## config.mk

```make
export PLATFORM = sky130hd
export DESIGN_NAME = arch_regfile
export DESIGN_NICKNAME = d
export VERILOG_FILES = /design/src/rtl/rf_pkg.sv /design/src/rtl/rf_gpr_array.sv /design/src/rtl/rf_sp_bank.sv /design/src/rtl/rf_read_port.sv /design/src/rtl/arch_regfile.sv
export SDC_FILE = /design/constraint.sdc
export NUM_CORES = 1
export LEC_CHECK = 0
export CORE_ASPECT_RATIO = 1.2
export CORE_MARGIN = 2
export CORE_UTILIZATION = 51
export DETAILED_ROUTE_END_ITERATION = 8
export PLACE_DENSITY = 0.72
export SYNTH_ARGS = -nofsm -noshare
export SYNTH_HDL_FRONTEND = slang
export SYNTH_SLANG_ARGS = --single-unit
```

## constraint.sdc

```tcl
create_clock -name clk -period 6.9 [get_ports clk]
set_clock_uncertainty 0.05 [all_clocks]
set_input_delay 0.69 -clock clk [delete_from_list [all_inputs] [get_ports clk]]
set_output_delay 0.69 -clock clk [all_outputs]
set_load 0.05 [all_outputs]
```

## src/rtl/rf_pkg.sv

```systemverilog
package rf_pkg;

    localparam int IDX_W       = 4;
    localparam int NUM_ARCH    = 1 << IDX_W;
    localparam int SP_IDX      = 13;
    localparam int PC_IDX      = 15;
    localparam int NARROW_LAST = 7;

    typedef enum logic {
        SP_MAIN = 1'b0,
        SP_PROC = 1'b1
    } sp_bank_e;

    typedef struct packed {
        logic             en;
        logic [IDX_W-1:0] idx;
        logic             narrow;
    } acc_ctl_t;

    function automatic sp_bank_e active_bank(input logic handler, input logic psel);
        return (handler || !psel) ? SP_MAIN : SP_PROC;
    endfunction

    function automatic logic narrow_violation(input acc_ctl_t a);
        return a.en && a.narrow && (int'(a.idx) > NARROW_LAST);
    endfunction

endpackage

```

## src/rtl/rf_gpr_array.sv

```systemverilog
module rf_gpr_array
    import rf_pkg::*;
#(
    parameter int DATA_W = 32
) (
    input  logic                 clk,
    input  logic                 wr_en,
    input  logic [IDX_W-1:0]     wr_idx,
    input  logic [DATA_W-1:0]    wr_data,
    output logic [DATA_W-1:0]    gpr_q [NUM_ARCH]
);

    for (genvar g = 0; g < NUM_ARCH; g++) begin : g_slot
        if (g == SP_IDX || g == PC_IDX) begin : g_hole
            assign gpr_q[g] = '0;
        end else begin : g_store
            logic [DATA_W-1:0] cell_q;
            always_ff @(posedge clk) begin
                if (wr_en && int'(wr_idx) == g) begin
                    cell_q <= wr_data;
                end
            end
            assign gpr_q[g] = cell_q;
        end
    end

endmodule

```

## src/rtl/rf_sp_bank.sv

```systemverilog
module rf_sp_bank
    import rf_pkg::*;
#(
    parameter int DATA_W     = 32,
    parameter int ALIGN_BITS = 2
) (
    input  logic               clk,
    input  logic               rst,
    input  logic [DATA_W-1:0]  reset_val,
    input  sp_bank_e           active,
    input  logic               norm_we,
    input  logic [DATA_W-1:0]  norm_wdata,
    input  sp_bank_e           acc_sel,
    input  logic               acc_we,
    input  logic [DATA_W-1:0]  acc_wdata,
    output logic [DATA_W-1:0]  msp_q,
    output logic [DATA_W-1:0]  psp_q
);

    localparam logic [DATA_W-1:0] ALIGN_MASK = ~{{(DATA_W-ALIGN_BITS){1'b0}}, {ALIGN_BITS{1'b1}}};

    logic main_acc, main_norm, proc_acc, proc_norm;

    always_comb begin
        main_acc  = acc_we  && (acc_sel == SP_MAIN);
        proc_acc  = acc_we  && (acc_sel == SP_PROC);
        main_norm = norm_we && (active  == SP_MAIN);
        proc_norm = norm_we && (active  == SP_PROC);
    end

    always_ff @(posedge clk) begin
        if (rst) begin
            msp_q <= reset_val & ALIGN_MASK;
            psp_q <= '0;
        end else begin
            if (main_acc) begin
                msp_q <= acc_wdata & ALIGN_MASK;
            end else if (main_norm) begin
                msp_q <= norm_wdata & ALIGN_MASK;
            end
            if (proc_acc) begin
                psp_q <= acc_wdata & ALIGN_MASK;
            end else if (proc_norm) begin
                psp_q <= norm_wdata & ALIGN_MASK;
            end
        end
    end


    sp_align_chk: assert property (@(posedge clk) disable iff (rst)
        (msp_q[ALIGN_BITS-1:0] == '0) && (psp_q[ALIGN_BITS-1:0] == '0));


    sp_collide_chk: assert property (@(posedge clk) disable iff (rst)
        (norm_we && acc_we && (acc_sel == active) && (active == SP_PROC))
        |=> (psp_q == ($past(acc_wdata) & ALIGN_MASK)));


    sp_idle_main_chk: assert property (@(posedge clk) disable iff (rst)
        !(acc_we && acc_sel == SP_MAIN) && !(norm_we && active == SP_MAIN)
        |=> $stable(msp_q));


    sp_idle_proc_chk: assert property (@(posedge clk) disable iff (rst)
        !(acc_we && acc_sel == SP_PROC) && !(norm_we && active == SP_PROC)
        |=> $stable(psp_q));

endmodule

```

## src/rtl/rf_read_port.sv

```systemverilog
module rf_read_port
    import rf_pkg::*;
#(
    parameter int DATA_W = 32
) (
    input  logic [IDX_W-1:0]   idx,
    input  logic [DATA_W-1:0]  gpr_q [NUM_ARCH],
    input  logic [DATA_W-1:0]  sp_val,
    input  logic [DATA_W-1:0]  pc_val,
    output logic [DATA_W-1:0]  data
);

    always_comb begin
        if (int'(idx) == PC_IDX) begin
            data = pc_val;
        end else if (int'(idx) == SP_IDX) begin
            data = sp_val;
        end else begin
            data = gpr_q[idx];
        end
    end

endmodule

```

## src/rtl/arch_regfile.sv

```systemverilog
module arch_regfile
    import rf_pkg::*;
#(
    parameter int DATA_W     = 32,
    parameter int ALIGN_BITS = 2
) (
    input  logic               clk,
    input  logic               rst,
    input  logic [DATA_W-1:0]  sp_reset_val,
    input  logic [DATA_W-1:0]  pc_in,
    input  logic               handler_mode,
    input  logic               thread_psp_sel,
    input  logic [3:0]         rd_a_idx,
    input  logic               rd_a_narrow,
    output logic [DATA_W-1:0]  rd_a_data,
    input  logic [3:0]         rd_b_idx,
    input  logic               rd_b_narrow,
    output logic [DATA_W-1:0]  rd_b_data,
    input  logic               wr_en,
    input  logic [3:0]         wr_idx,
    input  logic               wr_narrow,
    input  logic [DATA_W-1:0]  wr_data,
    input  logic               sp_acc_sel,
    input  logic               sp_acc_we,
    input  logic [DATA_W-1:0]  sp_acc_wdata,
    output logic [DATA_W-1:0]  sp_acc_rdata,
    output logic               narrow_bad
);

    sp_bank_e          bank_now;
    sp_bank_e          acc_bank;
    logic              sp_norm_we;
    logic [DATA_W-1:0] msp_q, psp_q, sp_active;
    logic [DATA_W-1:0] gpr_q [NUM_ARCH];
    acc_ctl_t          acc_rd_a, acc_rd_b, acc_wr;

    always_comb begin
        bank_now   = active_bank(handler_mode, thread_psp_sel);
        acc_bank   = sp_acc_sel ? SP_PROC : SP_MAIN;
        sp_norm_we = wr_en && (int'(wr_idx) == SP_IDX);
        sp_active  = (bank_now == SP_PROC) ? psp_q : msp_q;
        acc_rd_a   = '{en: 1'b1,  idx: rd_a_idx, narrow: rd_a_narrow};
        acc_rd_b   = '{en: 1'b1,  idx: rd_b_idx, narrow: rd_b_narrow};
        acc_wr     = '{en: wr_en, idx: wr_idx,   narrow: wr_narrow};
        narrow_bad = narrow_violation(acc_rd_a) || narrow_violation(acc_rd_b)
                     || narrow_violation(acc_wr);
        sp_acc_rdata = (acc_bank == SP_PROC) ? psp_q : msp_q;
    end

    rf_gpr_array #(.DATA_W(DATA_W)) u_gpr (
        .clk     (clk),
        .wr_en   (wr_en),
        .wr_idx  (wr_idx),
        .wr_data (wr_data),
        .gpr_q   (gpr_q)
    );

    rf_sp_bank #(.DATA_W(DATA_W), .ALIGN_BITS(ALIGN_BITS)) u_sp (
        .clk        (clk),
        .rst        (rst),
        .reset_val  (sp_reset_val),
        .active     (bank_now),
        .norm_we    (sp_norm_we),
        .norm_wdata (wr_data),
        .acc_sel    (acc_bank),
        .acc_we     (sp_acc_we),
        .acc_wdata  (sp_acc_wdata),
        .msp_q      (msp_q),
        .psp_q      (psp_q)
    );

    rf_read_port #(.DATA_W(DATA_W)) u_rd_a (
        .idx    (rd_a_idx),
        .gpr_q  (gpr_q),
        .sp_val (sp_active),
        .pc_val (pc_in),
        .data   (rd_a_data)
    );

    rf_read_port #(.DATA_W(DATA_W)) u_rd_b (
        .idx    (rd_b_idx),
        .gpr_q  (gpr_q),
        .sp_val (sp_active),
        .pc_val (pc_in),
        .data   (rd_b_data)
    );


    handler_main_chk: assert property (@(posedge clk) disable iff (rst)
        (handler_mode && int'(rd_a_idx) == SP_IDX) |-> (rd_a_data == msp_q));


    thread_proc_chk: assert property (@(posedge clk) disable iff (rst)
        (!handler_mode && thread_psp_sel && int'(rd_b_idx) == SP_IDX) |-> (rd_b_data == psp_q));


    pc_read_chk: assert property (@(posedge clk) disable iff (rst)
        (int'(rd_a_idx) == PC_IDX) |-> (rd_a_data == pc_in));


    reset_load_chk: assert property (@(posedge clk)
        $fell(rst) |-> (psp_q == '0));


    wide_quiet_chk: assert property (@(posedge clk) disable iff (rst)
        (!rd_a_narrow && !rd_b_narrow && !wr_narrow) |-> !narrow_bad);

endmodule

```

# Word-level counts from Yosys, hierarchy flattened

Cells that the tools add are included.

Bits in latches: 0
Memory bits (read-only): 0
Logic and storage cells: 91
Input bits: 150
Memories: 0
Flip-flop bits (word level): 508
Memory bits (writable): 0
Output and inout bits: 97

Mux-type cells: 19
$mul: 0
Shift operators: 0
Eq/ne operators: 18
Reduce and logical (&&, ||, !) cells: 30
$add $sub $neg: 0
Magnitude comparators: 5
Bitwise operators: 3
Div/mod/pow operators: 0

Operators with widths:

| operator           | count |
|---|---|
| $mux 32            | 15 |
| $bmux 32 s4        | 2 |
| $eq 4x4->1 const B | 8 |
| $eq 4x3->1 const B | 6 |
| $logic_and 1x1->1  | 23 |
| $gt 4x3->1 const B | 3 |
| $ge 5x5->1 const B | 2 |
| $not 4->5          | 2 |
| $eq 4x1->1 const B | 2 |
| $eq 4x2->1 const B | 2 |
| $logic_not 4->1    | 1 |
| $logic_or 1x1->1   | 3 |
| $reduce_bool 3->1  | 1 |
| $mux 1             | 2 |
| $reduce_bool 2->1  | 1 |
| $logic_not 1->1    | 1 |
| $not 1->1          | 1 |

# Depth between registers and ports, before layout

Depth in word-level cells: 6
Depth in mapped cells: 7
Mapped depth without buffers: 4

# Hierarchy

From an unflattened synthesis, not the netlist that was laid out.

Cell total of the unflattened synthesis: 1857
Area total of the unflattened synthesis: 27350.0 um2

By module, submodules not included:

| module       | area each (um2) | seq. area each (um2) | cells an instance | times used |
|---|---|---|---|---|
| rf_gpr_array | 14054.7         | 13452.9              | 534               | 1 |
| rf_read_port | 4590.7          | 0.0                  | 467               | 2 |
| rf_sp_bank   | 3145.5          | 1501.4               | 311               | 1 |
| arch_regfile | 968.4           | 0.0                  | 78                | 1 |

# Worst setup path before layout

OpenSTA, ideal clock, no wires.

Kind: input to register
Start point: input port wr_idx[2]
End point: register u_gpr.g_slot[0].g_store.cell_q[0] (enable)
Stages on the path: 2
Setup slack: 2980 ps
Setup time: 461 ps
Required time: 6389 ps
Path buffers: 0
Arrival time: 3409 ps
Cells stage by stage: or3b_2 nor3_1

Longest elaborated chain between the ends: 2

Ends and longest elaborated chain:

| what                   | line               | text |
|---|---|---|
| start: declaration     | arch_regfile.sv:20 | `input logic [3:0] wr_idx,` |
| $logic_not 4->1        | rf_gpr_array.sv:19 | `if (wr_en && int'(wr_idx) == g) begin` |
| $logic_and 1x1->1      | rf_gpr_array.sv:19 |  |
| end signal: assignment | rf_gpr_array.sv:20 | `cell_q <= wr_data;` |
| end: declaration       | rf_gpr_array.sv:17 | `logic [DATA_W-1:0] cell_q;` |

Every way passes these cells.
A chain may end at the register's enable or synchronous reset.

# Worst setup path after layout

Start point: input port rd_a_idx[2]
End point: output port rd_a_data[19]

Longest elaborated chain between the ends: 6
Elaborated cells on any way between the ends: 8
Classes of those cells: 2 x eq/ne; 5 x mux; 1 x bitwise

Ends and longest elaborated chain:

| what                                        | line               | text |
|---|---|---|
| start: declaration                          | arch_regfile.sv:13 | `input logic [3:0] rd_a_idx,` |
| $not 4->5 (not written as such)             | rf_read_port.sv:19 | `data = gpr_q[idx];` |
| $bmux 32 s4                                 | rf_read_port.sv:19 |  |
| $mux 32 (not written as such) (2 in series) | rf_read_port.sv:19 |  |
| $mux 32                                     | rf_read_port.sv:16 | `end else if (int'(idx) == SP_IDX) begin` |
| $mux 32 (*)                                 | rf_read_port.sv:14 | `if (int'(idx) == PC_IDX) begin` |
| end: declaration                            | arch_regfile.sv:15 | `output logic [DATA_W-1:0] rd_a_data,` |

Mark *: on every way between the ends. The rest lies on a longest branch, timed or not. The select of a mux whose other input is x is not followed.

==> metrics <==
drt wl/cell=30.2 um; CTS root buf=clkbuf_16; Clock transition at path regs=60 ps; post-cts resize count=0; Final Hold Fails=0; FF+latch count, synth=508; Fmax=0.200 GHz; gr usage total=30.0%; fin. max-slew vios=0; DP Cell Count=2,409; core area=48,200 sq um; Syn Area/Cell=15.3 sq um; Crit-path slowest cell=clkdlybuf4s50_1; critical path's top delay family=buffers and inverters; critical path, cell by cell=clkdlybuf4s50_1 -> nand2b_1 -> buf_4 -> o22ai_1 -> a31oi_1 -> clkdlybuf4s50_1; routability cong.=0.831; HPWL after DPL=44,600 um; RSZ-0062 raised after global routing=no; initial antenna violation count=2; vias in the first global route=17,200; initial core utilization=51.7%; worst vdd ir=0.213 mV; largest net degree at the start of global routing=126; PortBufs=240; crit path max fanout=22; Yosys warnings=0; Synth Flop Type=edfxtp_1; Die Y=246 um; Worst-Margin Slew=1390 ps; leakage power=9.80 nW; cell area after synthesis=24,900 sq um; drt total wl=75,500 um; CTS tree=yes; WP data arrival=4260 ps; Max-Cap Viols=0; Max H-tree Level=2; EDFF count, synth=478; global-route wire length before repair=109,000 um; Setup Viol. Count Final=0; Hold WS=493 ps; Hold/Removal Path Class=reg -> reg; overall power=0.00726 W; Async S/R FF share, synth=0%; CP required=6160 ps; Area Overhead vs Synth=17.8%; ANT nets after route=0; Seq/Total Area, Yosys=60.0%; CP endpoint kind=output port; Startpoint Class=input pin; total setup buffers inserted after CTS=0; grt total ovfl=0; Vias=16,700; drt drc=0; Setup TNS=0 ps; clock sinks=508; count of cell types in the netlist=30; DR iter-0 viols=1,662; worst path bufs/invs=3; # IOs=247; die width=206 um; number of buffers created by CTS=50; row count=88; Max Root-Sink Buffers=3; most used cell, CP=clkdlybuf4s50_1; share of layout cells above drive strength 1=21.1%; Cell Pwr Density=247 nW/um^2; die area=50,700 sq um; Final Util=60.9%; Tmin final=5000 ps; Rel. slew slack=7.28%; number of vias per cell=6.70; WS Path Type=in -> out; # nets final=1,981; Post-Syn Instances=1,635; Crit path largest cell delay=910 ps; Finished Layout Cells=2,498; period utilisation layout=72.5%; CTS Hold Bufs=0; Worst-Skew Late Latency=590 ps; status=completed; router iterations before antenna repair=7
==> final timing paths <==
check	to	slack, ps	from	cells past startpoint
setup / recovery	rd_a_data[19]	1900	rd_a_idx[2]	6
hold / removal	u_sp.psp_q[23]	490	u_sp.psp_q[23]	2
setup reg to reg	u_sp.psp_q[8]	6050	u_sp.psp_q[8]	2
hold reg to reg	u_sp.psp_q[23]	490	u_sp.psp_q[23]	2
==> cell usage after synthesis, types with 4 or more instances <==
library cell | instances | area [sq um]
edfxtp_1 | 478 | 14400
mux2i_1 | 183 | 1830
mux4_2 | 133 | 3000
o22ai_1 | 123 | 769
mux2_2 | 89 | 1000
nor2_1 | 80 | 300
a21oi_1 | 65 | 325
nand2_1 | 64 | 240
a22oi_1 | 60 | 450
buf_2 | 59 | 295
clkbuf_1 | 57 | 214
o21ai_0 | 55 | 275
nand3_1 | 33 | 165
a311oi_2 | 30 | 450
dfxtp_1 | 30 | 601
a31oi_1 | 29 | 181
buf_4 | 20 | 150
nand2b_1 | 11 | 68.8
buf_6 | 7 | 78.8
o21ai_1 | 6 | 30.0
a221oi_1 | 4 | 35.0
inv_1 | 4 | 15.0
nor3_1 | 4 | 20.0
==> worst register-to-register path, cell delays in order (launching register included) <==
cell,delay [ps]
dfxtp_1,370
nor2_1,70
a311oi_2,270
==> per-stage QoR <==
step | setup WS, ps | instance area [sq um]
floorplan | 2980 | 24900
CTS | 2070 | 29400
finish | 1900 | 29400
global route | 1930 | 29400
detailed placement | 2080 | 27900
global placement | 2090 | 27900
==> where the power goes <==
part	total (W)	switching [W]	internal [W]	leakage [nW]
combinational	0.00118	0.000739	0.000443	4.46
sequential	0.00351	0.0000403	0.00347	4.60
clock	0.00257	0.00111	0.00146	0.741
total	0.00726	0.00189	0.00537	9.80
==> final cells by class <==
class | instances | area [sq um]
Antenna cell | 2 | 5.00
Clock buffer | 66 | 1380
Clock inverter | 21 | 139
Fill cell | 3656 | 18800
Inverter | 4 | 15.0
Multi-Input combinational cell | 981 | 9360
Sequential cell | 508 | 15000
Tap cell | 630 | 788
Timing Repair Buffer | 286 | 2750
==> per-layer routing <==
metal	share of wire, %	track usage (%)	vias up
met5	0	0	-
met4	6.1	16.8	0
met3	8.2	3.88	218
met2	51	51.6	946
met1	35	36.5	8502
li1	-	-	7081
==> kinds of logic after synthesis <==
| kind of cell | count (synthesis) | share of synthesized area (%) |
|---|---|---|
| compound gates | 374 | 10.2 |
| flops | 508 | 60.0 |
| simple gates | 200 | 3.43 |
| buf+inv | 147 | 3.02 |
| mux | 405 | 23.4 |
| other cells | 1 | 0.0150 |
==> registers in the layout, summed over array words and instances, names as in the netlist <==
| name | count |
|---|---|
| u_sp.psp_q | 30 |
| u_sp.msp_q | 30 |
| u_gpr.g_slot.g_store.cell_q | 448 |
==> cell usage in the layout, fill, tap and decap left out, types with 6 or more instances in the layout <==
cell type / count
a311oi_2: 30
dfxtp_1: 30
clkbuf_1: 13
o21ai_1: 6
a31oi_1: 29
mux2i_1: 183
clkinv_2: 6
nor2_1: 65
clkbuf_16: 53
nand2b_1: 8
mux4_2: 133
nand3_1: 33
edfxtp_1: 478
clkinv_1: 13
clkdlybuf4s50_1: 233
nand2_1: 64
o21ai_0: 55
o22ai_1: 123
mux2_2: 89
nor2_4: 11
a21oi_1: 65
a22oi_1: 60
buf_4: 48
Note: power is estimated with default switching activity, not from simulation.
